**config.mk**
```make
export PLATFORM = sky130hd
export DESIGN_NAME = flash_cmd_decoder
export DESIGN_NICKNAME = d
export VERILOG_FILES = /design/src/rtl/fcd_pkg.sv /design/src/rtl/fcd_gap_timer.sv /design/src/rtl/fcd_pwrup_inhibit.sv /design/src/rtl/fcd_id_rom.sv /design/src/rtl/fcd_seq_fsm.sv /design/src/rtl/flash_cmd_decoder.sv
export SDC_FILE = /design/constraint.sdc
export NUM_CORES = 1
export LEC_CHECK = 0
export ABC_AREA = 1
export BUFFER_PORTS_ARGS = -buffer_cell sky130_fd_sc_hd__buf_2
export CAP_MARGIN = 20
export CORE_MARGIN = 2
export CORE_UTILIZATION = 34
export DETAILED_ROUTE_END_ITERATION = 10
export PLACE_DENSITY_LB_ADDON = 0.05
export SLEW_MARGIN = 10
export SYNTH_ARGS = -nofsm -noshare
export SYNTH_HDL_FRONTEND = slang
export SYNTH_SLANG_ARGS = --single-unit
```
**constraint.sdc**
```tcl
create_clock -name clk_i -period 2.4 [get_ports clk_i]
set_input_delay 0.48 -clock clk_i [delete_from_list [all_inputs] [get_ports clk_i]]
set_output_delay 0.48 -clock clk_i [all_outputs]
set_load 0.1 [all_outputs]
```
**src/rtl/fcd_pkg.sv**
```systemverilog
package fcd_pkg;
  localparam int unsigned BYTE_W  = 8;
  localparam int unsigned MATCH_W = 15;

  localparam logic [MATCH_W-1:0] UNL_A_ADDR = 15'h5555;
  localparam logic [MATCH_W-1:0] UNL_B_ADDR = 15'h2AAA;
  localparam logic [BYTE_W-1:0]  UNL_A_DATA = 8'hAA;
  localparam logic [BYTE_W-1:0]  UNL_B_DATA = 8'h55;

  localparam logic [BYTE_W-1:0] OP_PROG    = 8'hA0;
  localparam logic [BYTE_W-1:0] OP_ERASE   = 8'h80;
  localparam logic [BYTE_W-1:0] OP_SUSPEND = 8'hB0;
  localparam logic [BYTE_W-1:0] OP_RESUME  = 8'h30;
  localparam logic [BYTE_W-1:0] OP_READID  = 8'h90;
  localparam logic [BYTE_W-1:0] OP_RESET   = 8'hF0;
  localparam logic [BYTE_W-1:0] CF_SECTOR  = 8'h30;
  localparam logic [BYTE_W-1:0] CF_BLOCK   = 8'h10;

  localparam logic [BYTE_W-1:0] ID_MFR   = 8'h20;
  localparam logic [BYTE_W-1:0] ID_FLASH = 8'hE3;

  typedef enum logic [2:0] {
    ST_READ,
    ST_UNL_B,
    ST_OPCODE,
    ST_PROG_DATA,
    ST_ERS_A,
    ST_ERS_B,
    ST_ERS_CONF
  } seq_state_e;

  typedef struct packed {
    logic prog;
    logic sect_erase;
    logic blk_erase;
    logic suspend;
    logic resume;
    logic read_id;
    logic reset;
  } cmd_strb_t;
endpackage

```
**src/rtl/fcd_gap_timer.sv**
```systemverilog
module fcd_gap_timer #(
  parameter int unsigned TIMEOUT_CYC = 64
) (
  input  logic clk_i,
  input  logic rst_ni,
  input  logic active_i,
  input  logic clear_i,
  output logic expire_o
);
  localparam int unsigned CW = $clog2(TIMEOUT_CYC + 1);
  localparam logic [CW-1:0] LIMIT = CW'(TIMEOUT_CYC);

  logic [CW-1:0] cnt_q;

  always_ff @(posedge clk_i or negedge rst_ni) begin
    if (!rst_ni)                   cnt_q <= '0;
    else if (clear_i || !active_i) cnt_q <= '0;
    else if (cnt_q != LIMIT)       cnt_q <= cnt_q + CW'(1);
  end

  // saturated count marks a gap longer than the limit
  assign expire_o = active_i && (cnt_q == LIMIT);

  p_cnt_bound_r7: assert property (@(posedge clk_i) disable iff (!rst_ni)
    cnt_q <= LIMIT);

  p_clear_restarts_r7: assert property (@(posedge clk_i) disable iff (!rst_ni)
    clear_i |=> !expire_o);
endmodule

```
**src/rtl/fcd_pwrup_inhibit.sv**
```systemverilog
module fcd_pwrup_inhibit #(
  parameter int unsigned CLK_KHZ    = 50000,
  parameter int unsigned INHIBIT_MS = 5
) (
  input  logic clk_i,
  input  logic rst_ni,
  output logic inhibit_o
);
  localparam int unsigned INHIBIT_CYC = CLK_KHZ * INHIBIT_MS;
  localparam int unsigned CW = $clog2(INHIBIT_CYC + 1);
  localparam logic [CW-1:0] LIMIT = CW'(INHIBIT_CYC);

  logic [CW-1:0] cnt_q;

  always_ff @(posedge clk_i or negedge rst_ni) begin
    if (!rst_ni)             cnt_q <= '0;
    else if (cnt_q != LIMIT) cnt_q <= cnt_q + CW'(1);
  end

  assign inhibit_o = (cnt_q != LIMIT);

  p_inhibit_ends_once_r9: assert property (@(posedge clk_i) disable iff (!rst_ni)
    !inhibit_o |=> !inhibit_o);
endmodule

```
**src/rtl/fcd_id_rom.sv**
```systemverilog
module fcd_id_rom
  import fcd_pkg::*;
(
  input  logic              id_mode_i,
  input  logic              a0_i,
  input  logic              a1_i,
  input  logic              a6_i,
  output logic [BYTE_W-1:0] id_data_o,
  output logic              id_valid_o
);
  always_comb begin
    id_valid_o = id_mode_i && !a1_i && !a6_i;
    id_data_o  = '0;
    if (id_valid_o) id_data_o = a0_i ? ID_FLASH : ID_MFR;
  end

  always_comb begin
    if (id_valid_o) p_id_mode_r12: assert (id_mode_i && id_data_o != '0);
  end
endmodule

```
**src/rtl/fcd_seq_fsm.sv**
```systemverilog
module fcd_seq_fsm
  import fcd_pkg::*;
#(
  parameter int unsigned ADDR_W = 19
) (
  input  logic              clk_i,
  input  logic              rst_ni,
  input  logic              wr_i,
  input  logic              is_eep_i,
  input  logic [ADDR_W-1:0] addr_i,
  input  logic [BYTE_W-1:0] data_i,
  input  logic              lockout_i,
  input  logic              inhibit_i,
  input  logic              expire_i,
  output logic              busy_o,
  output logic              accept_o,
  output cmd_strb_t         cmd_o,
  output logic [ADDR_W-1:0] prog_addr_o,
  output logic [BYTE_W-1:0] prog_data_o,
  output logic              plain_wr_o,
  output logic [ADDR_W-1:0] plain_addr_o,
  output logic [BYTE_W-1:0] plain_data_o
);
  seq_state_e state_q, cur, nxt;
  cmd_strb_t  cmd_d, cmd_q;
  logic       bad, acc, plain_req, plain_d;
  logic       hit_a, hit_b;
  logic [ADDR_W-1:0] prog_addr_q, plain_addr_q;
  logic [BYTE_W-1:0] prog_data_q, plain_data_q;
  logic              plain_wr_q;

  assign hit_a = (addr_i[MATCH_W-1:0] == UNL_A_ADDR) && (data_i == UNL_A_DATA);
  assign hit_b = (addr_i[MATCH_W-1:0] == UNL_B_ADDR) && (data_i == UNL_B_DATA);

  // an expired gap makes the current write see the read state
  assign cur = expire_i ? ST_READ : state_q;

  always_comb begin
    nxt       = cur;
    cmd_d     = '0;
    bad       = 1'b0;
    acc       = 1'b0;
    plain_req = 1'b0;
    if (wr_i) begin
      unique case (cur)
        ST_READ: begin
          if (!lockout_i) begin
            if (hit_a) begin
              nxt = ST_UNL_B;
              acc = 1'b1;
            end else begin
              plain_req = is_eep_i;
            end
          end
        end
        ST_UNL_B: begin
          if (hit_b) begin
            nxt = ST_OPCODE;
            acc = 1'b1;
          end else bad = 1'b1;
        end
        ST_OPCODE: begin
          nxt = ST_READ;
          unique case (data_i)
            OP_PROG:    begin nxt = ST_PROG_DATA; acc = 1'b1; end
            OP_ERASE:   begin nxt = ST_ERS_A;     acc = 1'b1; end
            OP_SUSPEND: cmd_d.suspend = 1'b1;
            OP_RESUME:  cmd_d.resume  = 1'b1;
            OP_READID:  cmd_d.read_id = 1'b1;
            OP_RESET:   cmd_d.reset   = 1'b1;
            default:    bad = 1'b1;
          endcase
        end
        ST_PROG_DATA: begin
          cmd_d.prog = 1'b1;
          nxt        = ST_READ;
        end
        ST_ERS_A: begin
          if (hit_a) begin
            nxt = ST_ERS_B;
            acc = 1'b1;
          end else bad = 1'b1;
        end
        ST_ERS_B: begin
          if (hit_b) begin
            nxt = ST_ERS_CONF;
            acc = 1'b1;
          end else bad = 1'b1;
        end
        ST_ERS_CONF: begin
          nxt = ST_READ;
          if (data_i == CF_SECTOR)     cmd_d.sect_erase = 1'b1;
          else if (data_i == CF_BLOCK) cmd_d.blk_erase  = 1'b1;
          else                         bad = 1'b1;
        end
        default: bad = 1'b1;
      endcase
      if (bad) begin
        nxt       = ST_READ;
        plain_req = is_eep_i;
      end
    end
    plain_d = plain_req && !inhibit_i;
  end

  always_ff @(posedge clk_i or negedge rst_ni) begin
    if (!rst_ni) begin
      state_q      <= ST_READ;
      cmd_q        <= '0;
      plain_wr_q   <= 1'b0;
      prog_addr_q  <= '0;
      prog_data_q  <= '0;
      plain_addr_q <= '0;
      plain_data_q <= '0;
    end else begin
      state_q    <= nxt;
      cmd_q      <= cmd_d;
      plain_wr_q <= plain_d;
      if (cmd_d.prog) begin
        prog_addr_q <= addr_i;
        prog_data_q <= data_i;
      end
      if (plain_d) begin
        plain_addr_q <= addr_i;
        plain_data_q <= data_i;
      end
    end
  end

  assign busy_o       = (state_q != ST_READ);
  assign accept_o     = acc;
  assign cmd_o        = cmd_q;
  assign prog_addr_o  = prog_addr_q;
  assign prog_data_o  = prog_data_q;
  assign plain_wr_o   = plain_wr_q;
  assign plain_addr_o = plain_addr_q;
  assign plain_data_o = plain_data_q;

  p_cmd_onehot_r2: assert property (@(posedge clk_i) disable iff (!rst_ni)
    $onehot0(cmd_q));

  p_prog_after_seq_r1: assert property (@(posedge clk_i) disable iff (!rst_ni)
    cmd_q.prog |-> $past(state_q) == ST_PROG_DATA);

  p_erase_after_conf_r3: assert property (@(posedge clk_i) disable iff (!rst_ni)
    (cmd_q.sect_erase || cmd_q.blk_erase) |-> $past(state_q) == ST_ERS_CONF);

  p_expire_idle_r5: assert property (@(posedge clk_i) disable iff (!rst_ni)
    (expire_i && !wr_i) |=> (state_q == ST_READ && cmd_q == '0 && !plain_wr_q));

  p_inhibit_r9: assert property (@(posedge clk_i) disable iff (!rst_ni)
    inhibit_i |=> !plain_wr_o);

  p_lockout_r10: assert property (@(posedge clk_i) disable iff (!rst_ni)
    (wr_i && lockout_i && cur == ST_READ) |=> (state_q == ST_READ && !plain_wr_o));
endmodule

```
**src/rtl/flash_cmd_decoder.sv**
```systemverilog
module flash_cmd_decoder
  import fcd_pkg::*;
#(
  parameter int unsigned ADDR_W      = 19,
  parameter int unsigned TIMEOUT_CYC = 64,
  parameter int unsigned CLK_KHZ     = 50000,
  parameter int unsigned INHIBIT_MS  = 5
) (
  input  logic              clk_i,
  input  logic              rst_ni,
  input  logic              wr_i,
  input  logic              flash_sel_i,
  input  logic              eep_sel_i,
  input  logic [ADDR_W-1:0] addr_i,
  input  logic [7:0]        data_i,
  input  logic              lockout_i,
  input  logic              id_mode_i,
  output logic [7:0]        id_data_o,
  output logic              id_valid_o,
  output logic              prog_o,
  output logic [ADDR_W-1:0] prog_addr_o,
  output logic [7:0]        prog_data_o,
  output logic              sect_erase_o,
  output logic              blk_erase_o,
  output logic              suspend_o,
  output logic              resume_o,
  output logic              read_id_o,
  output logic              reset_o,
  output logic              plain_wr_o,
  output logic [ADDR_W-1:0] plain_addr_o,
  output logic [7:0]        plain_data_o
);
  logic      wr_sel, is_eep, busy, accept, expire, inhibit;
  cmd_strb_t cmd;

  // standby: no bank selected, write is dropped
  assign wr_sel = wr_i && (flash_sel_i || eep_sel_i);
  assign is_eep = eep_sel_i && !flash_sel_i;

  fcd_gap_timer #(.TIMEOUT_CYC(TIMEOUT_CYC)) u_gap (
    .clk_i    (clk_i),
    .rst_ni   (rst_ni),
    .active_i (busy),
    .clear_i  (accept),
    .expire_o (expire)
  );

  fcd_pwrup_inhibit #(.CLK_KHZ(CLK_KHZ), .INHIBIT_MS(INHIBIT_MS)) u_inh (
    .clk_i     (clk_i),
    .rst_ni    (rst_ni),
    .inhibit_o (inhibit)
  );

  fcd_id_rom u_id (
    .id_mode_i  (id_mode_i),
    .a0_i       (addr_i[0]),
    .a1_i       (addr_i[1]),
    .a6_i       (addr_i[6]),
    .id_data_o  (id_data_o),
    .id_valid_o (id_valid_o)
  );

  fcd_seq_fsm #(.ADDR_W(ADDR_W)) u_fsm (
    .clk_i        (clk_i),
    .rst_ni       (rst_ni),
    .wr_i         (wr_sel),
    .is_eep_i     (is_eep),
    .addr_i       (addr_i),
    .data_i       (data_i),
    .lockout_i    (lockout_i),
    .inhibit_i    (inhibit),
    .expire_i     (expire),
    .busy_o       (busy),
    .accept_o     (accept),
    .cmd_o        (cmd),
    .prog_addr_o  (prog_addr_o),
    .prog_data_o  (prog_data_o),
    .plain_wr_o   (plain_wr_o),
    .plain_addr_o (plain_addr_o),
    .plain_data_o (plain_data_o)
  );

  assign prog_o       = cmd.prog;
  assign sect_erase_o = cmd.sect_erase;
  assign blk_erase_o  = cmd.blk_erase;
  assign suspend_o    = cmd.suspend;
  assign resume_o     = cmd.resume;
  assign read_id_o    = cmd.read_id;
  assign reset_o      = cmd.reset;

  p_standby_quiet_r11: assert property (@(posedge clk_i) disable iff (!rst_ni)
    (wr_i && !flash_sel_i && !eep_sel_i) |=>
      !(plain_wr_o || prog_o || sect_erase_o || blk_erase_o ||
        suspend_o || resume_o || read_id_o || reset_o));

  p_single_prog_r1: assert property (@(posedge clk_i) disable iff (!rst_ni)
    prog_o |=> !prog_o);
endmodule

```
# Yosys cells after proc, flatten, opt, wreduce, memory -nomap -nowiden
# Index checks and enable logic that the tools add are counted.
# Widths: inputs -> output; s select.
[classes]
add_sub_neg = 2
multipliers = 0
div_mod_pow = 0
n_lt_le_gt_ge = 0
n_eq_ne = 20
shift = 0
n_mux = 42
bitwise_logic = 0
reduce_logical = 23
[op_table]
columns = ["operator", "n"]
rows = [
  ["$eq 8x8->1 const B", 6],
  ["$mux 3", 8],
  ["$mux 1", 23],
  ["$mux 7", 3],
  ["$add 18x1->18 const B", 1],
  ["$ne 18x18->1 const B", 1],
  ["$pmux 3 s6", 1],
  ["$mux 8", 2],
  ["$eq 15x14->1 const B", 1],
  ["$eq 15x15->1 const B", 1],
  ["$eq 3x3->1 const B", 3],
  ["$eq 8x5->1 const B", 1],
  ["$eq 8x6->1 const B", 1],
  ["$eq 8x7->1 const B", 1],
  ["$logic_and 1x1->1", 8],
  ["$reduce_or 2->1", 4],
  ["$add 7x1->7 const B", 1],
  ["$eq 7x7->1 const B", 1],
  ["$ne 7x7->1 const B", 1],
  ["$eq 3x2->1 const B", 2],
  ["$pmux 3 s2", 1],
  ["$reduce_or 6->1", 1],
  ["$logic_not 1->1", 5],
  ["$pmux 1 s5", 1],
  ["8 further kinds", 9],
]
[totals]
reg_bits = 90
latch_bits = 0
ram_bits = 0
mem_bits_ro = 0
inputBits = 34
mem_count = 0

# Depth between registers and ports, before layout
# Gate-level depths: netlist of the first run.
[logic_depth]
word_depth = 10
depth_mapped = 15

# Hierarchy
# From an unflattened synthesis of the first run, not the netlist that was laid out.
[hier_totals]
cells_unflattened = 586
hier_area_um2 = 4648.2
[modules_own_cells]
columns = ["module", "n_inst", "cells_per_inst", "area_each_um2", "seq_area_each_um2"]
rows = [
  ["fcd_seq_fsm", 1, 364, 3032.9, 1626.6],
  ["fcd_pwrup_inhibit", 1, 146, 1084.8, 450.4],
  ["fcd_gap_timer", 1, 57, 424.2, 175.2],
  ["fcd_id_rom", 1, 14, 87.6, 0.0],
  ["flash_cmd_decoder", 1, 5, 18.8, 0.0],
]

# Least setup slack after synthesis of the first run
# Ideal clock, no wire load.
[synth_path]
path_type = "input to output"
startpoint = "input port addr_i[1]"
endpoint = "output port id_data_o[1]"
t_arrival_ns = 3.579
required_ns = 1.920
setup_slack_ns = -1.659
stages = 4
cell_sequence = "inv_1 nand2_1 nor3b_1 buf_4"
[synth_via]
elab_chain_len = 4
[synth_lines]
columns = ["item", "line_no", "rtl"]
rows = [
  ["from (decl)", "flash_cmd_decoder.sv:14", "input logic [ADDR_W-1:0] addr_i,"],
  ["$logic_not 1->1", "fcd_id_rom.sv:12", "id_valid_o = id_mode_i && !a1_i && !a6_i;"],
  ["$logic_and 1x1->1 (2 in a row)", "fcd_id_rom.sv:12", ""],
  ["$mux 8", "fcd_id_rom.sv:14", "if (id_valid_o) id_data_o = a0_i ? ID_FLASH : ID_MFR;"],
  ["to (decl)", "flash_cmd_decoder.sv:18", "output logic [7:0] id_data_o,"],
]
# Every way passes these cells.

# Worst setup path after layout of the first run
[layout_path]
startpoint = "register u_gap.cnt_q[0]"
endpoint = "register u_fsm.plain_data_q[7] (netlist: u_fsm.plain_data_o[7])"
[layout_via]
elab_chain_len = 10
word_cells_on_any_way = 18
cone_classes = "eq/ne: 7; mux: 6; reduce/logical: 5"
[layout_lines]
columns = ["item", "line_no", "rtl"]
rows = [
  ["from (decl)", "fcd_gap_timer.sv:13", "logic [CW-1:0] cnt_q;"],
  ["from (signal assigned)", "fcd_gap_timer.sv:18", "else if (cnt_q != LIMIT) cnt_q <= cnt_q + CW'(1);"],
  ["$eq 7x7->1 (*)", "fcd_gap_timer.sv:22", "assign expire_o = active_i && (cnt_q == LIMIT);"],
  ["$logic_and 1x1->1 (*)", "fcd_gap_timer.sv:22", ""],
  ["$mux 3 (*)", "fcd_seq_fsm.sv:36", "assign cur = expire_i ? ST_READ : state_q;"],
  ["$eq 3x1->1, or another cell as far along", "fcd_seq_fsm.sv:45", "unique case (cur)"],
  ["$reduce_or 2->1 (no line)", "--", ""],
  ["$pmux 1 s5", "fcd_seq_fsm.sv:45", ""],
  ["$mux 1", "fcd_seq_fsm.sv:44", "if (wr_i) begin"],
  ["$mux 1 (*)", "fcd_seq_fsm.sv:98", "if (bad) begin"],
  ["$mux 1 (*)", "fcd_seq_fsm.sv:44", ""],
  ["$logic_and 1x1->1 (*)", "fcd_seq_fsm.sv:103", "plain_d = plain_req && !inhibit_i;"],
  ["to (signal assigned)", "fcd_seq_fsm.sv:125", "plain_data_q <= data_i;"],
  ["to (decl)", "fcd_seq_fsm.sv:29", "logic [BYTE_W-1:0] prog_data_q, plain_data_q;"],
]
# Every way passes the cells marked *; elsewhere a longest branch is shown, timed or not. The select of a mux whose other input is x is not followed.
# A chain may end at the register's enable or synchronous reset.

==> results of run 1 <==
[routing by layer]
metal	up-vias	GRT usage [%]
met5	-	0
met4	0	7.31
met3	11	4.53
met2	64	26.9
met1	1631	23.4
li1	1761	-
[sequential cells by signal, indices dropped and copies added (netlist names)]
register	cells
u_fsm.plain_addr_o	19
u_fsm.prog_addr_o	19
u_inh.cnt_q	18
u_fsm.plain_data_o	8
u_fsm.prog_data_o	8
u_fsm.cmd_o	7
u_gap.cnt_q	7
u_fsm.state_q	3
u_fsm.plain_wr_o	1
[per-stage QoR]
| step | power [W] | hold WS, ns | cell area (um^2) | worst slack (ns) | TNS, ns |
|---|---|---|---|---|---|
| global placement | 0.00233 | 0.453 | 4920 | 0.220 | 0 |
| floorplan | 0.00215 | 0.184 | 4270 | 0.00984 | 0 |
| CTS | 0.00377 | 0.156 | 5220 | 0.219 | 0 |
| global route | 0.00389 | 0.166 | 5240 | -0.00542 | -0.00542 |
| detailed placement | 0.00233 | 0.457 | 4920 | 0.187 | 0 |
| finish | 0.00372 | 0.134 | 5240 | 0.243 | 0 |
[cell usage after synthesis, types with 2 or more instances]
master	n	area, um^2
sky130_fd_sc_hd__nor2_2	3	18.8
sky130_fd_sc_hd__nor2_1	63	236
sky130_fd_sc_hd__xnor2_1	4	35.0
sky130_fd_sc_hd__o22ai_1	2	12.5
sky130_fd_sc_hd__buf_4	10	75.1
sky130_fd_sc_hd__o21ai_1	11	55.1
sky130_fd_sc_hd__nand3_1	49	245
sky130_fd_sc_hd__a21oi_1	16	80.1
sky130_fd_sc_hd__xor2_1	17	149
sky130_fd_sc_hd__nor4_1	2	12.5
sky130_fd_sc_hd__o21ai_0	5	25.0
sky130_fd_sc_hd__nor3_2	2	20.0
sky130_fd_sc_hd__buf_2	8	40.0
sky130_fd_sc_hd__dfrtp_1	90	2250
sky130_fd_sc_hd__nand4_1	8	50.1
sky130_fd_sc_hd__nor3_1	12	60.1
sky130_fd_sc_hd__inv_1	49	184
sky130_fd_sc_hd__inv_2	6	22.5
sky130_fd_sc_hd__nand2_1	118	443
sky130_fd_sc_hd__ha_1	4	50.1
[area by class of cell]
type	count	area (um^2)
Fill cell	1248	6830
Sequential cell	90	2250
Multi-Input combinational cell	332	1670
Timing Repair Buffer	109	593
Clock buffer	12	246
Tap cell	168	210
Inverter	55	209
Clock inverter	4	51.3
[path summary, 6_finish.rpt]
| check | start | endpoint | slack, ns | cells past startpoint |
|---|---|---|---|---|
| worst max register to register | u_gap.cnt_q[0] | u_fsm.plain_data_o[7] | 0.24 | 14 |
| max in group asynchronous | rst_ni | u_fsm.cmd_o[1] | 1.60 | 2 |
| worst min register to register | u_fsm.plain_addr_o[7] | u_fsm.plain_addr_o[7] | 0.47 | 2 |
| min in group clk_i | addr_i[17] | u_fsm.prog_addr_o[17] | 0.37 | 3 |
| worst max-delay path | u_gap.cnt_q[0] | u_fsm.plain_data_o[7] | 0.24 | 14 |
| worst min-delay path | rst_ni | u_fsm.prog_addr_o[1] | 0.13 | 1 |
[cell families after synthesis]
family / Yosys count
other cells: 1
buf+inv: 73
flops: 90
simple gates: 266
fa+ha+maj: 4
xor+xnor: 21
compound gates: 38
[where the power goes]
| part | internal (W) | switching (W) |
|---|---|---|
| combinational | 0.000123 | 0.000580 |
| sequential | 0.00157 | 0.0000316 |
| clock | 0.000836 | 0.000582 |
[what timing repair did]
item	4_1_cts	5_1_grt
endpoints found under the setup margin	0	27
gates resized for setup	0	2
hold buffers	0	0
==> results.py, run 1 <==
metrics = {
    "outcome": {
        "outcome": "completed",
    },
    "drt": {
        "firstDrtPassIters": 4,
        "detail-route-antenna-nets": 0,
        "detailroute.wirelength.met2_mm": 5.00,
        "met3_routed_length_um": 498,
        "route.final.wire_length_mm": 10.9,
        "avgRoutedWirePerCell_um": 14.2,
        "detail_route.vias_per_cell": 4.50,
        "highest-signal-layer": "met4",
        "detailroute.via_count": 3467,
        "detail_route.iter0.violations": 147,
        "wirelength_met1_mm": 5.25,
        "post-route-drc-count": 0,
    },
    "yosys": {
        "synth_cells": 493,
        "complex_gate_fraction_of_the_synthesized_area_pct": 4.82,
        "synth_top_family_by_area": "simple AND/OR/NAND/NOR gates",
        "ys_ff_latch": 90,
        "synthAdderAreaFrac_pct": 1.19,
        "synth_area_per_cell_um2": 8.53,
        "synth.mux.area_fraction_pct": 0,
        "ys_warn_count": 0,
        "mappedNetlistArea_um2": 4200,
        "yosys_most_used_dff": "sky130_fd_sc_hd__dfrtp_1",
        "post_synth_and_or_nand_nor_area_fraction_pct": 28.3,
        "synth_xor_xnor_area_share_pct": 4.38,
        "number_of_enable_type_register_cells_in_the_synthesized_netlist": 0,
        "synthArstFlopShare_pct": 100,
        "post_synth_num_cell_types": 34,
        "synth-seq-area-share_pct": 53.6,
    },
    "floorplanning": {
        "i_o_pin_count": 105,
        "die_h_um": 115,
        "initial_utilization_pct": 34.9,
        "row_count": 40,
        "die-area_um2": 13300,
        "placeable_core_area_um2": 12100,
        "die_width_um": 115,
    },
    "cts": {
        "clock-sinks": 90,
        "postCtsSetupBuffers": 0,
        "worstSkewPairLatency_ns": 0.34,
        "root_buffer_cell": "sky130_fd_sc_hd__clkbuf_16",
        "cts_inserted_buffers": 9,
        "clock_tree.htree_level_count": 3,
        "tritoncts": "done",
        "clk_pin_slew_worst_paths_ns": 0.07,
        "clock_tree.buffer_depth": 2,
    },
    "sta": {
        "final-max-slew-violation-count": 0,
        "min_period_over_period_pct": 89.9,
        "final_critical_path_required_period_ns": 2.16,
        "fmax_mhz": 464,
        "timing.final.setup_violations": 0,
        "worst_clock_skew_ns": 0.00987,
        "slew_headroom_pct": 60.1,
        "final_hold_viol_count": 0,
        "tightest_slew_ns": 0.599,
    },
    "power": {
        "power_density_nw_per_um2": 711,
        "p_leak_nw": 2.79,
        "vdd.ir_drop.worst_mv": 0.274,
    },
    "place": {
        "place_hpwl_mm": 8.07,
        "final_weighted_congestion_in_routability_driven_placement": 0.848,
        "placement.io_buffers": 101,
        "placed_cells": 754,
    },
    "finish": {
        "syn2layout_area_growth_pct": 24.5,
        "share_of_cells_above_drive_strength_1_pct": 24.1,
        "fin_cells": 770,
        "finish.utilization_pct": 43.4,
        "layout.nets": 635,
        "diodes": 0,
        "commonest_non_fill_non_tap_cell_in_the_layout": "sky130_fd_sc_hd__nand2_1",
        "most-common-layout-cells": "117 x sky130_fd_sc_hd__nand2_1, 100 x sky130_fd_sc_hd__buf_2, 90 x sky130_fd_sc_hd__dfrtp_1",
    },
    "setup_path": {
        "critical_path_required_ns": 2.68,
        "cp_data_arrival_time_ns": 2.44,
        "cp-start-kind": "flip-flop",
        "cpMaxStageDelayCell": "sky130_fd_sc_hd__dfrtp_1",
        "cpLargestDelayFamily": "simple AND/OR/NAND/NOR gates",
        "crit_top_cell": "sky130_fd_sc_hd__nand2_1",
        "setup.worst_path.class": "reg2reg",
        "critical_path_peak_fanout": 14,
        "critical_path.cell_chain": "inv_1 -> ha_1 -> nand2_1 -> inv_1 -> nand3_2 -> nand2_2 -> nor2_1 -> nand3_1 -> nand2_1 -> nand2_1 -> nand3_4 -> buf_4 -> nand3_1 -> nand2_1",
        "worst-path-buf-inv": 3,
        "crit_path_max_incr_delay_ns": 0.39,
        "setup.worst_path.end_class": "flip-flop",
    },
    "global_routing": {
        "grt_pass1_vias": 3487,
        "global_route.overflow_total": 0,
        "grt_pass1_wl_mm": 17.8,
        "grt_start_max_net_pins": 56,
        "gr-usage-all-layers_pct": 17.5,
        "antenna_found_initial": 0,
    },
    "run": {
        "timing.max_cap.violations": 0,
    },
    "worst_hold_path": {
        "hp-class": "in2async",
    },
}
Power figures use the tool's default switching activity.
==> inputs of run 2 (changes only) <==
- ABC_AREA: 1 -> 0
- CAP_MARGIN: 20 -> unset
- GPL_ROUTABILITY_DRIVEN: unset -> 0
==> run 2 against run 1 <==
  * Die area shrank 1.7%
  * First-iteration DRC count shrank 46%
  * Clock power grew 6%
  * Register-to-register slack lost 0.23 ns
  * Sequential cell count is the same
  * Synthesized cell count shrank 35%
  * Worst hold slack lost 0.022 ns
  * Critical path type unchanged
  * Largest power group unchanged
==> results.py, run 2 <==
metrics = {
    "global_routing": {
        "grt.met3_usage_pct": 3.81,
        "globalRouteMet1Util_pct": 22.0,
        "gr-usage-met2_pct": 23.9,
        "grt_pass1_vias": 2924,
        "grt_start_max_net_pins": 44,
        "antenna_found_initial": 0,
        "busiest_layer": "met2",
        "global_route.overflow_total": 0,
        "grt_pass1_wl_mm": 15.8,
        "gr-usage-all-layers_pct": 15.8,
    },
    "setup_path": {
        "rrSetupSlack_ns": 0.01,
        "rr_startpoint": "u_gap.cnt_q[2]",
        "critical_path_required_ns": 2.63,
        "cp_data_arrival_time_ns": 2.62,
        "worst-path-buf-inv": 2,
        "reg2reg_to": "u_fsm.plain_addr_o[11]",
        "setup.worst_path.class": "reg2reg",
        "cpMaxStageDelayCell": "sky130_fd_sc_hd__or4b_4",
        "setup.worst_path.end_class": "flip-flop",
        "critical_path_peak_fanout": 5,
        "cpLargestDelayFamily": "simple AND/OR/NAND/NOR gates",
        "critical_path.cell_chain": "or4b_4 -> or2_4 -> nand3b_4 -> o22ai_4 -> o21ai_4 -> buf_12 -> clkbuf_16 -> mux2_4",
        "r2r_cells": 8,
        "crit_path_max_incr_delay_ns": 0.61,
        "cp-start-kind": "flip-flop",
    },
    "yosys": {
        "ys_warn_count": 0,
        "synth-seq-area-share_pct": 54.5,
        "yosys_most_used_dff": "sky130_fd_sc_hd__dfrtp_1",
        "number_of_enable_type_register_cells_in_the_synthesized_netlist": 0,
        "synth_most_common_cell": "sky130_fd_sc_hd__dfrtp_1",
        "post_synth_num_cell_types": 54,
        "most_area_consuming_cells_after_synthesis": "sky130_fd_sc_hd__dfrtp_1 55%, sky130_fd_sc_hd__mux2_2 9.0%, sky130_fd_sc_hd__mux2_4 7.3%",
        "synthArstFlopShare_pct": 100,
        "synth_cells": 320,
        "post-synth-top-area-cell": "sky130_fd_sc_hd__dfrtp_1",
        "synth_area_per_cell_um2": 12.9,
        "mappedNetlistArea_um2": 4130,
        "ys_ff_latch": 90,
        "post_synth_most_frequent_cells": "90 x sky130_fd_sc_hd__dfrtp_1, 33 x sky130_fd_sc_hd__mux2_2, 22 x sky130_fd_sc_hd__nor2_1, 20 x sky130_fd_sc_hd__mux2_4, 17 x sky130_fd_sc_hd__xnor2_1",
        "synth_top_area_share_pct": 54.5,
    },
    "sta": {
        "worst_clock_skew_ns": 0.00488,
        "slew_headroom_pct": 65.1,
        "timing.final.setup_violations": 0,
        "fmax_mhz": 419,
        "unrepaired_setup_endpoints_after_global_routing": "yes",
        "final_critical_path_required_period_ns": 2.39,
        "final_hold_viol_count": 0,
        "tightest_slew_ns": 0.511,
        "final-max-slew-violation-count": 0,
        "setup-tns-final_ns": 0,
        "min_period_over_period_pct": 99.6,
    },
    "floorplanning": {
        "placeable_core_area_um2": 11900,
        "i_o_pin_count": 105,
        "die-area_um2": 13000,
        "die_width_um": 114,
        "die_h_um": 114,
        "row_count": 40,
        "initial_utilization_pct": 34.7,
    },
    "place": {
        "place_hpwl_mm": 7.31,
        "placement.io_buffers": 101,
    },
    "power": {
        "vdd.ir_drop.worst_mv": 0.308,
        "power_density_nw_per_um2": 606,
        "finalPower_w": 0.00335,
        "p_leak_nw": 2.96,
    },
    "cts": {
        "worstSkewPairLatency_ns": 0.34,
        "hold_buffer_count_at_cts": 0,
        "clock-sinks": 90,
        "clk_pin_slew_worst_paths_ns": 0.06,
        "root_buffer_cell": "sky130_fd_sc_hd__clkbuf_16",
        "clock_tree.htree_level_count": 3,
        "clock_tree.buffer_depth": 2,
        "cts_inserted_buffers": 9,
        "tritoncts": "done",
    },
    "drt": {
        "post-route-drc-count": 0,
        "detailroute.via_count": 2928,
        "firstDrtPassIters": 4,
        "detail_route.vias_per_cell": 4.78,
        "detail-route-antenna-nets": 0,
        "avgRoutedWirePerCell_um": 16.5,
        "detail_route.iter0.violations": 79,
        "route.final.wire_length_mm": 10.1,
    },
    "outcome": {
        "outcome": "completed",
    },
    "run": {
        "timing.max_cap.violations": 0,
    },
    "finish": {
        "layout.nets": 499,
        "syn2layout_area_growth_pct": 33.9,
        "most-common-layout-cells": "100 x sky130_fd_sc_hd__buf_2, 90 x sky130_fd_sc_hd__dfrtp_1, 36 x sky130_fd_sc_hd__buf_4",
        "commonest_non_fill_non_tap_cell_in_the_layout": "sky130_fd_sc_hd__buf_2",
        "share_of_cells_above_drive_strength_1_pct": 49.8,
        "diodes": 0,
    },
    "worst_hold_path": {
        "hp-class": "in2async",
    },
}
run 2: cell count changes after synthesis, sizes merged, moves of 13 or more:
cell / delta
nand2: -108
mux2: +53
inv: -48
nor2: -43
nand3: -35
a21oi: -13
xnor2: +13
run 2: area by class of cell:
cell class	count	area, um^2
multi-input cells	209	1820
clock inverters	7	92.6
inverters	7	26.3
flip-flops and latches	90	2250
fillers	1123	6380
well taps	147	184
clock buffers	9	225
repair buffers	144	932
run 2: cell families after synthesis:
kind of cell	after synthesis	share of synthesized area [%]
AOI/OAI and AO/OA	23	4.21
DFF	90	54.5
adders and majority gates	4	1.21
xor gates and xnor gates	22	4.67
buffers and inverters	23	3.88
muxes	53	16.3
other	1	0.0908
and+or+nand+nor	104	15.1
run 2: layer usage:
layer | wire length [um] | vias up | share of wire [%]
li1 | - | 1410 | -
met2 | 4540 | 83 | 45
met1 | 4890 | 1421 | 48
met5 | 0 | - | 0
met3 | 521 | 14 | 5.1
met4 | 186 | 0 | 1.8
run 2: report_power, final:
part	leakage (nW)	switching, W	internal [W]	total, W
combinational	1.56	0.000225	0.0000845	0.000309
sequential	1.24	0.00000678	0.00153	0.00154
clock	0.160	0.000595	0.000912	0.00151
total	2.96	0.000826	0.00252	0.00335
run 2: how the worst max path moves through the flow:
| stage | from | endpoint | slack (ns) | depth (start not counted) |
|---|---|---|---|---|
| after global routing | u_gap.cnt_q[2] | u_fsm.plain_data_o[2] | -0.04 | 8 |
| after floorplan | addr_i[6] | id_data_o[1] | -0.21 | 3 |
| final | u_gap.cnt_q[2] | u_fsm.plain_addr_o[11] | 0.01 | 8 |
| after detailed placement | addr_i[1] | u_fsm.plain_addr_o[12] | -0.13 | 9 |
| after global placement | addr_i[1] | u_fsm.plain_addr_o[17] | -0.13 | 9 |
| after CTS | u_gap.cnt_q[2] | u_fsm.plain_data_o[5] | 0.02 | 7 |
run 2: through the flow:
step	cells	setup slack, ns	area, um^2	utilization, %	hold slack (ns)
floorplan	322	-0.214	4190	-	0.184
global placement	592	-0.125	5030	42.2	0.452
detailed placement	592	-0.127	5030	42.2	0.464
CTS	608	0.0218	5350	44.9	0.122
global route	613	-0.0419	5530	46.4	0.140
finish	613	0.0108	5530	46.4	0.112
run 2: repair_timing:
action,CTS,global route
pin swaps,0,4
setup buffers,0,2
gates resized for setup,1,19
cloned,0,3
endpoints found under the setup margin,27,30
==> inputs of run 3 (changes only) <==
- PLACE_DENSITY_LB_ADDON: 0.05 -> 0.1
==> run 3 against run 2 <==
  * Non-clock buffer count rose by 1
  * Sequential cell count did not move
  * Via count rose by 1.4%
  * Sequential share of layout area fell by 0.21 points
  * Fmax rose by 2.0%
  * Total power rose by 3.8%
  * Global-route usage rose by 0.53 points
  * Sequential power barely moved
  * Worst setup slack improved by 0.046 ns
==> results.py, run 3 (synthesis gave the netlist of run 2 again) <==
metrics = {
    "floorplanning": {
        "initial_utilization_pct": 34.7,
        "die_h_um": 114,
        "i_o_pin_count": 105,
        "die_width_um": 114,
        "row_count": 40,
        "die-area_um2": 13000,
        "placeable_core_area_um2": 11900,
    },
    "global_routing": {
        "gr-usage-all-layers_pct": 16.3,
        "grt_pass1_vias": 3111,
        "global_route.overflow_total": 0,
        "grt_start_max_net_pins": 53,
        "grt_pass1_wl_mm": 16.3,
        "antenna_found_initial": 0,
    },
    "place": {
        "placement.io_buffers": 101,
        "placement.cell_area_um2": 5060,
        "preCtsSetupSlack_ns": -0.313,
        "place_hpwl_mm": 7.42,
    },
    "finish": {
        "commonest_non_fill_non_tap_cell_in_the_layout": "sky130_fd_sc_hd__buf_2",
        "most-common-layout-cells": "100 x sky130_fd_sc_hd__buf_2, 90 x sky130_fd_sc_hd__dfrtp_1, 38 x sky130_fd_sc_hd__buf_4",
        "stdcell_area_um2": 5560,
        "diodes": 0,
        "layout.nets": 500,
        "syn2layout_area_growth_pct": 34.6,
        "share_of_cells_above_drive_strength_1_pct": 50.3,
    },
    "sta": {
        "fmax_mhz": 427,
        "slew_headroom_pct": 54.0,
        "timing.final.setup_violations": 0,
        "worst_clock_skew_ns": 0.00581,
        "final_worst_setup_slack_ns": 0.0572,
        "final_hold_viol_count": 0,
        "final_critical_path_required_period_ns": 2.34,
        "holdWs_ns": 0.177,
        "min_period_over_period_pct": 97.6,
        "tightest_slew_ns": 0.690,
        "final-max-slew-violation-count": 0,
    },
    "drt": {
        "detail_route.vias_per_cell": 4.83,
        "post-route-drc-count": 0,
        "firstDrtPassIters": 4,
        "wirelength_met1_mm": 4.91,
        "detail-route-antenna-nets": 0,
        "detailroute.wirelength.met2_mm": 4.33,
        "highest-signal-layer": "met4",
        "detail_route.iter0.violations": 81,
        "detailroute.via_count": 2968,
        "met3_routed_length_um": 582,
        "route.final.wire_length_mm": 10.0,
        "avgRoutedWirePerCell_um": 16.4,
    },
    "cts": {
        "clock-sinks": 90,
        "clk_pin_slew_worst_paths_ns": 0.06,
        "root_buffer_cell": "sky130_fd_sc_hd__clkbuf_16",
        "cts_inserted_buffers": 9,
        "worstSkewPairLatency_ns": 0.35,
        "clock_tree.buffer_depth": 2,
        "tritoncts": "done",
        "clock_tree.htree_level_count": 3,
    },
    "run": {
        "timing.max_cap.violations": 0,
    },
    "setup_path": {
        "rrSetupSlack_ns": 0.06,
        "critical_path_required_ns": 2.63,
        "cp-start-kind": "flip-flop",
        "critical_path_peak_fanout": 7,
        "cp_data_arrival_time_ns": 2.57,
        "r2r_cells": 8,
        "rr_startpoint": "u_gap.cnt_q[2]",
        "setup.worst_path.end_class": "flip-flop",
        "setup.worst_path.class": "reg2reg",
        "reg2reg_to": "u_fsm.plain_addr_o[4]",
    },
    "power": {
        "power_density_nw_per_um2": 626,
        "vdd.ir_drop.worst_mv": 0.325,
        "p_leak_nw": 2.94,
    },
    "worst_hold_path": {
        "hp-class": "in2async",
    },
    "outcome": {
        "outcome": "completed",
    },
}
-- run 3: worst max-delay path by stage --
stage	end	cells past startpoint	start
2_1_floorplan	id_data_o[1]	3	addr_i[6]
3_5_place_dp	u_fsm.plain_addr_o[4]	8	addr_i[0]
6_report	u_fsm.plain_addr_o[4]	8	u_gap.cnt_q[2]
5_1_grt	u_fsm.plain_addr_o[4]	8	u_gap.cnt_q[2]
3_3_place_gp	u_fsm.plain_addr_o[2]	9	addr_i[1]
4_1_cts	u_fsm.plain_addr_o[4]	7	u_gap.cnt_q[3]
-- run 3: layer usage --
metal / GRT usage, % / vias to the layer above
met3: 4.66 / 15
met5: 0 / -
met2: 23.2 / 86
met4: 8.13 / 0
li1: - / 1410
met1: 22.8 / 1457
-- run 3: what timing repair did --
item | 4_1_cts | 5_1_grt
endpoints found under the setup margin | 0 | 34
hold buffers | 0 | 0
resized for setup | 0 | 14
buffers inserted | 0 | 2
endpoints found under the hold margin | 0 | 0
-- run 3: stage by stage --
step	total power [W]	setup TNS, ns	util [%]	instances
after floorplan	0.00174	-0.643	-	322
after global placement	0.00187	-9.44	42.5	594
after detailed placement	0.00187	-8.59	42.5	594
after CTS	0.00352	0	45.4	610
after global routing	0.00362	-0.000374	46.7	614
final	0.00348	0	46.7	614
-- run 3: worst max-delay path: stages, from the launching register on --
cell                       delay, ns
sky130_fd_sc_hd__dfrtp_1        0.38
sky130_fd_sc_hd__or4b_4         0.60
sky130_fd_sc_hd__or2_4          0.30
sky130_fd_sc_hd__nand3b_4       0.09
sky130_fd_sc_hd__o22ai_4        0.08
sky130_fd_sc_hd__o21ai_4        0.18
sky130_fd_sc_hd__buf_12         0.15
sky130_fd_sc_hd__buf_12         0.13
sky130_fd_sc_hd__mux2_2         0.33
-- run 3: layout make-up --
cell class / instances / area [um^2]
Clock buffer: 12 / 246
Clock inverter: 4 / 98.8
Fill cell: 1133 / 6350
Inverter: 7 / 26.3
Multi-Input combinational cell: 209 / 1820
Sequential cell: 90 / 2250
Tap cell: 147 / 184
Timing Repair Buffer: 145 / 936
-- run 3: power breakdown --
group	leakage [nW]	switching [W]	internal [W]	total, W
Clock	0.167	0.000585	0.00105	0.00163
Sequential	1.24	0.00000690	0.00153	0.00154
Combinational	1.54	0.000226	0.0000833	0.000309
